$ cat src/rtl/banked_gpio.sv
module banked_gpio #(
  parameter int          NUM_BANKS  = 2,
  parameter logic [31:0] UNLOCK_KEY = 32'h00A5_A501
) (
  input  logic                    clk,
  input  logic                    rst_n,
  input  logic                    reg_wr,
  input  logic [11:0]             reg_addr,
  input  logic [31:0]             reg_wdata,
  output logic [31:0]             reg_rdata,
  input  logic [NUM_BANKS*32-1:0] pin_in,
  output logic [NUM_BANKS*32-1:0] pad_oe,
  output logic [NUM_BANKS*32-1:0] pad_out
);
  localparam int NPINS = NUM_BANKS * 32;
  localparam int PIN_W = $clog2(NPINS);
  localparam logic [8:0] CTRL_MASK = 9'h1F9;

  logic [NPINS-1:0] out_q, prot_q, sync1_q, sync2_q;
  logic [8:0]       ctrl_q [NPINS];
  logic             armed_q;

  logic [9:0] widx, cidx;
  logic [6:0] grp;
  logic [2:0] bsel;
  logic       bank_ok, hit_out, hit_in, hit_set, hit_clr, hit_prot, hit_key, ctrl_hit;
  logic [PIN_W-1:0] pin_sel;

  assign widx     = reg_addr[11:2];
  assign grp      = widx[9:3];
  assign bsel     = widx[2:0];
  assign bank_ok  = ({29'd0, bsel} < 32'(NUM_BANKS));
  assign hit_out  = (grp == 7'h00);
  assign hit_in   = (grp == 7'h01);
  assign hit_set  = (grp == 7'h02);
  assign hit_clr  = (grp == 7'h03);
  assign hit_prot = (grp == 7'h28);
  assign hit_key  = (widx == 10'h148);
  assign cidx     = widx - 10'h040;
  assign ctrl_hit = (widx >= 10'h040) && ({22'd0, cidx} < 32'(NPINS));
  assign pin_sel  = cidx[PIN_W-1:0];

  always_ff @(posedge clk) begin
    if (!rst_n) begin
      out_q   <= '0;
      prot_q  <= '1;
      armed_q <= 1'b0;
      sync1_q <= '0;
      sync2_q <= '0;
    end else begin
      sync1_q <= pin_in;
      sync2_q <= sync1_q;
      if (reg_wr && bank_ok && hit_set)
        out_q[bsel*32 +: 32] <= out_q[bsel*32 +: 32] | reg_wdata;
      if (reg_wr && bank_ok && hit_clr)
        out_q[bsel*32 +: 32] <= out_q[bsel*32 +: 32] & ~reg_wdata;
      if (reg_wr && hit_key) begin
        if (reg_wdata == UNLOCK_KEY) armed_q <= 1'b1;
      end else if (reg_wr && hit_prot) begin
        armed_q <= 1'b0;
        if (armed_q && bank_ok) prot_q[bsel*32 +: 32] <= reg_wdata;
      end
    end
  end

  always_ff @(posedge clk) begin
    if (!rst_n) begin
      for (int i = 0; i < NPINS; i++) ctrl_q[i] <= 9'h001;
    end else if (reg_wr && ctrl_hit) begin
      ctrl_q[pin_sel] <= reg_wdata[8:0] & CTRL_MASK;
    end
  end

  always_comb begin
    reg_rdata = '0;
    if (bank_ok) begin
      if (hit_out || hit_set || hit_clr) reg_rdata = out_q[bsel*32 +: 32];
      else if (hit_in)                   reg_rdata = sync2_q[bsel*32 +: 32];
      else if (hit_prot)                 reg_rdata = prot_q[bsel*32 +: 32];
    end
    if (ctrl_hit) reg_rdata = {23'd0, ctrl_q[pin_sel]};
  end

  assign pad_out = out_q;

  for (genvar p = 0; p < NPINS; p++) begin : g_oe
    assign pad_oe[p] = ~ctrl_q[p][0] & ~prot_q[p];
  end

  AST_PROT_NEEDS_KEY: assert property (@(posedge clk) disable iff (!rst_n)
    !$stable(prot_q) |-> $past(armed_q && reg_wr && hit_prot));

  AST_KEY_ONE_SHOT: assert property (@(posedge clk) disable iff (!rst_n)
    (reg_wr && hit_prot) |=> !armed_q);

  AST_SET_BITS: assert property (@(posedge clk) disable iff (!rst_n)
    (reg_wr && bank_ok && hit_set) |=>
      ((out_q[$past(bsel)*32 +: 32] & $past(reg_wdata)) == $past(reg_wdata)));

  AST_CLR_BITS: assert property (@(posedge clk) disable iff (!rst_n)
    (reg_wr && bank_ok && hit_clr) |=>
      ((out_q[$past(bsel)*32 +: 32] & $past(reg_wdata)) == 32'd0));

  AST_OUT_HOLD: assert property (@(posedge clk) disable iff (!rst_n)
    !(reg_wr && (hit_set || hit_clr)) |=> $stable(out_q));
endmodule

$ cat config.mk
export PLATFORM = sky130hd
export DESIGN_NAME = banked_gpio
export DESIGN_NICKNAME = d
export VERILOG_FILES = /design/src/rtl/banked_gpio.sv
export SDC_FILE = /design/constraint.sdc
export NUM_CORES = 1
export LEC_CHECK = 0
export BUFFER_PORTS_ARGS = -buffer_cell sky130_fd_sc_hd__buf_2
export CAP_MARGIN = 20
export CORE_MARGIN = 3
export CORE_UTILIZATION = 39
export DETAILED_ROUTE_END_ITERATION = 16
export RECOVER_POWER = 25
export SYNTH_ARGS = -nofsm -noshare
export SYNTH_HDL_FRONTEND = slang
export SYNTH_SLANG_ARGS = --single-unit
$ cat constraint.sdc
create_clock -name clk -period 4.2 [get_ports clk]
set_input_delay 0.42 -clock clk [delete_from_list [all_inputs] [get_ports clk]]
set_output_delay 0.42 -clock clk [all_outputs]
set_load 0.02 [all_outputs]
## Yosys cells after proc, flatten, opt, wreduce, memory -nomap -nowiden

Memories as Yosys holds them, arrays and structs flattened.
Index checks and enable logic that the tools add are counted.

- Bits of input ports: 111
- Memories kept: 1
- Flip-flop bits (word level): 257
- Output and inout port bits: 160
- RAM bits: 448

Memories:

| memory | words | bits a word | rd ports | clocked after memory_dff | wr ports | RTL line | text |
|---|---|---|---|---|---|---|---|
| ctrl_q | 64 | 7 | 65 | 0 | 64 | 20 | `logic [8:0] ctrl_q [NPINS];` |

- Shift-type cells: 7
- Reduce and logical (&&, ||, !) cells: 15
- Muxes and demuxes: 21
- Bitwise operators: 196
- Equality and inequality tests: 7
- Order comparisons: 3
- Add/sub/neg operators: 2

Operator list:

| operator | count |
|---|---|
| 64-bit bitwise mux | 3 |
| 64-bit two-way mux | 3 |
| 32-bit by 34-bit variable part select with 64-bit output | 3 |
| 64-bit by 9-bit variable part select with 32-bit output | 3 |
| 32-bit two-way mux | 5 |
| 1-bit NOT | 129 |
| 1-bit bitwise AND | 64 |
| 32-bit by 34-bit variable shift with 64-bit output (first input constant) | 1 |
| 8-bit negator with 34-bit output | 1 |
| 32-bit bitwise AND | 1 |
| 32-bit by 24-bit == test with 1-bit output (second input constant) | 1 |
| 32-bit NOT | 1 |
| 32-bit OR | 1 |
| 7-bit by 2-bit == test with 1-bit output (second input constant) | 2 |
| 10-bit by 9-bit == test with 1-bit output (second input constant) | 1 |
| 10-bit by 7-bit >= comparator with 1-bit output (second input constant) | 1 |
| 10-bit by 7-bit less-than comparator with 1-bit output (second input constant) | 1 |
| 10-bit by 7-bit subtractor with 10-bit output (second input constant) | 1 |
| 1-bit logical AND | 8 |
| 1-bit two-way mux | 8 |
| 7-bit by 1-bit == test with 1-bit output (second input constant) | 1 |
| 7-bit by 6-bit == test with 1-bit output (second input constant) | 1 |
| 7-bit logical NOT | 1 |
| 7-bit two-way mux | 1 |
| other kinds (8) | 9 |

## Depth between registers and ports, before layout

- Depth in word-level cells: 9
- Gate-level depth with buffers: 16

## Worst setup path after synthesis

Ideal clock, no wire load.

- Kind: in2reg
- Start: input port reg_addr[2]
- End: register out_q[10] (netlist: pad_out[10])
- Library setup time: 0.115 ns
- Data required time: 4.085 ns
- Cell stages on the path: 16
- Data arrival time: 3.583 ns
- Setup slack: 0.502 ns
- Cell sequence: inv_1 > clkbuf_1 > clkbuf_1 > buf_1 > ha_1 > inv_1 > ha_1 > nor4_1 > nand2_1 > or3_1 > clkbuf_1 > and2_1 > clkbuf_1 > buf_2 > a22o_1 > o21a_1

- Word-level cells in the longest chain between the ends: 8
- Elaborated cells between the ends (all ways): 16
- Classes of those cells: add/sub (1); order compare (1); shift (4); mux (5); bitwise (2); reduce/logical (3)

Ends and longest elaborated chain:

| element | RTL line | text |
|---|---|---|
| start, declared | 8 | `input logic [11:0] reg_addr,` |
| 64-bit by 9-bit variable part select with 32-bit output | 54, 56 |  |
| 32-bit OR | 54 | `out_q[bsel*32 +: 32] <= out_q[bsel*32 +: 32] \| reg_wdata;` |
| 32-bit by 34-bit variable part select with 64-bit output | 54 |  |
| 64-bit bitwise mux | 54 |  |
| 64-bit two-way mux | 53 | `if (reg_wr && bank_ok && hit_set)` |
| 64-bit two-way mux | 44 | `if (!rst_n) begin` |
| 64-bit bitwise mux | 56 | `out_q[bsel*32 +: 32] <= out_q[bsel*32 +: 32] & ~reg_wdata;` |
| 64-bit two-way mux * | 55 | `if (reg_wr && bank_ok && hit_clr)` |
| end signal, assigned by index | 54 |  |
| end signal, assigned by index | 56 |  |
| end, declared | 19 | `logic [NPINS-1:0] out_q, prot_q, sync1_q, sync2_q;` |

Every way passes the cells marked *; elsewhere a longest branch is shown, timed or not. The select of a mux whose other input is x is not followed.
A chain may end at the register's enable or synchronous reset.

## Worst setup path in the final report

- Start: input port reg_addr[4]
- End: output port reg_rdata[3]

- Word-level cells in the longest chain between the ends: 6
- Elaborated cells between the ends (all ways): 14
- Classes of those cells: add/sub (1); order compare (3); shift (3); mux (5); reduce/logical (1); memory (1)

Ends and longest elaborated chain:

| element | RTL line | text |
|---|---|---|
| branches (longest 5 deep; another with 10-bit by 7-bit subtractor with 10-bit output) | -- |  |
| 32-bit two-way mux * | 81 | `if (ctrl_hit) reg_rdata = {23'd0, ctrl_q[pin_sel]};` |
| end, declared | 10 | `output logic [31:0] reg_rdata,` |

Mark *: on every way between the ends.

==> impl_metrics.yaml <==
run_status:
  status: "complete, but fails checks"
  failed_checks: "capacitance limit, slew limit"
route:
  wire_per_inst_um: 27.4
  drc: 0
  routed-via-count: 25800
  via_per_inst: 5.93
  drt_first_iter_violations: 3070
  drt_wl_total_um: 119000
  drt_pre_antenna_iters: 6
  detail-route-antenna-nets: 0
logic_synthesis:
  ys_types: 73
  synthFlopType: "edfxtp_1"
  syn_avg_cell_area_um2: 10.9
  netlist_instances: 2936
  syn-cell-area_um2: 32100
  synth_edf_count: 448
  ys_warn_count: 0
  ys_ff_latch: 705
  syn_nets: 3049
  async_reset_ff_share_pct: 0
  ys_seq_area_share_pct: 58.0
pwr:
  p_sw_mw: 3.72
  intPower_mw: 11.8
  leakage_nw: 13.9
  seq_power_share_pct: 50.1
  peakVddDrop_mv: 0.251
  p_sw_share_pct: 24.0
  power_density_nw_per_um2: 412
  p_clk_share_pct: 42.5
  p_comb_share_pct: 7.5
final_layout:
  drive_above_1_share_pct: 15.2
  post_layout_nonfiller_instances: 4347
  design.final.nets: 3336
  synthToLayoutAreaGrowth_pct: 17.3
grt:
  grt_max_degree: 231
  use_met3_pct: 6.32
  grt_use_met2_pct: 41.4
  grt_pass1_vias: 24900
  grt_util_all_layers_pct: 27.0
  gr-total-overflow: 0
  antenna_found_initial: 13
  grt_pass1_wl_um: 171000
  use_met1_pct: 36.0
  busiest_layer: "met2"
critical_path:
  cp_slowest_cell: "o21ai_0"
  critical_path.max_stage_delay_ns: 0.62
  path_buf_inv: 6
  critPathLaunchType: "input port"
  crit_path_cell_trace: "buf_4, clkinv_1, buf_4, buf_4, a221oi_1, nor2_1, o21ai_0, o2111a_1, a32oi_1, buf_4, buf_2"
  cp.required_ns: 3.78
  crit_arrival_ns: 3.56
  cp_max_fo: 42
  cp-startpoint: "reg_addr[4]"
  cp_common_cell: "buf_4"
  path_delay_family: "buffers and inverters"
  critPathKind: "in2out"
  crit_path_end_kind: "output port"
  rr_startpoint: "armed_q"
sta:
  rsz0062_at_grt: "no"
  clock_skew_ns: 0.0167
  setup_viol: 0
  max_freq_mhz: 251
  hold_viol_final: 0
  finalSetupTns_ns: 0
  max_slew.worst_pin.slew_ns: 1.62
  max_slew_margin_pct: -7.76
  fin_crit_ns: 3.98
  min_period_over_period_pct: 94.9
  drv_slew: 34
clock_network:
  cts_made_buffers: 75
  clockBufferDepth: 3
  path_clk_slew_ns: 0.06
  insertion_delay_ns: 0.63
  cts-htree-levels: 3
  cts.sinks: 705
  clock-root-buffer: "clkbuf_16"
  hold_buffers: 29
  cts_resized: 0
  cts_tree: "built"
  post_cts_buffers: 0
place:
  hpwl_um: 82700
  port_buffers: 268
  gp_congestion: 0.912
  dp.cells: 4173
floorplanning:
  rows: 104
  die_y_um: 293
  die_w_um: 293
  die-area_um2: 85700
  io_pins: 271
  coreArea_um2: 80900
  initial_core_util_pct: 39.6
worst_hold_path:
  min_from: "pin_in[29]"
  hold_path_class: "in2reg"
job:
  cap_violations: 1
[power groups by stage]
stage / registers [mW] / clock network [mW] / logic, mW
after detailed placement: 7.90 / 0 / 1.10
after global placement: 7.90 / 0 / 1.09
final: 7.76 / 6.58 / 1.16
after floorplan: 7.82 / 0 / 0.578
after CTS: 7.76 / 6.64 / 1.13
after global routing: 7.78 / 6.92 / 1.20
[cell usage after synthesis, drive strengths merged (21+ instances only)]
library cell,instances,share of area (%)
edfxtp,448,42
a21boi,35,0.82
dfxtp,257,16
nand3,76,1.2
nor3,21,0.36
mux4,25,1.8
and2,519,10
o21ai,84,1.3
a21oi,45,0.70
nor2,264,3.1
a22o,40,1.1
o21a,33,0.77
nand2,276,3.2
or3,63,1.2
o22ai,48,0.94
mux2i,106,3.3
a221oi,34,0.93
a22oi,107,2.5
buf,66,1.0
mux2,47,1.6
clkbuf,186,2.2
[state kept, by name (all words and copies together), names as in the netlist]
| signal | flops |
|---|---|
| ctrl_q | 448 |
| pad_out | 64 |
| prot_q | 64 |
| sync1_q | 64 |
| sync2_q | 64 |
| armed_q | 1 |
[worst paths after layout]
path / endpoint / slack [ns] / depth (start not counted)
setup / recovery: reg_rdata[3] / 0.22 / 11
hold / removal: sync1_q[29] / 0.02 / 2
setup reg to reg: prot_q[32] / 2.71 / 6
hold reg to reg: sync2_q[58] / 0.42 / 1
[cell usage in the layout, fill, tap and decap left out, types with 68 or more instances in the layout]
cell type	n
a22oi_1	107
and2_0	68
and2_1	451
buf_2	140
buf_4	146
clkbuf_1	149
clkbuf_16	79
dfxtp_1	257
edfxtp_1	448
mux2i_1	106
nand2_1	276
nand3_1	76
nor2_1	260
o21ai_0	84
[routing by layer]
metal,wire [um],share of wire [%]
met3,12700,11
met2,53500,45
met5,42,0.035
met4,6450,5.4
met1,46500,39
[cell families after synthesis]
| logic type | share of synthesized area (%) |
|---|---|
| adder cells (fa/ha/maj) | 0.0780 |
| buffers and inverters | 3.29 |
| AND/OR/NAND/NOR | 20.7 |
| multiplexers | 6.71 |
| AO/OA/AOI/OAI | 11.2 |
| flip-flops | 58.0 |
[area by class of cell]
class                      count  area (um2)
clock buffer                 101        2140
fill                        7556       43300
timing repair buffer         462        2780
sequential                   705       18600
inverter                       6        22.5
antenna                        7        17.5
multi-input combinational   1973       12500
tap                         1060        1330
clock inverter                33         270
[metrics by stage]
step / worst slack, ns / power, mW / hold WS, ns / cell area (um2) / utilization [%]
after detailed placement: 0.360 / 9.01 / 0.417 / 35100 / 43.3
after global placement: 0.346 / 8.99 / 0.416 / 35100 / 43.3
after global routing: 0.200 / 15.9 / 0.00771 / 37600 / 46.5
final: 0.215 / 15.5 / 0.0224 / 37600 / 46.5
after floorplan: 0.502 / 8.40 / 0.412 / 32100 / -
after CTS: 0.353 / 15.5 / 0.00173 / 37800 / 46.7
(Power assumes the default switching activity.)
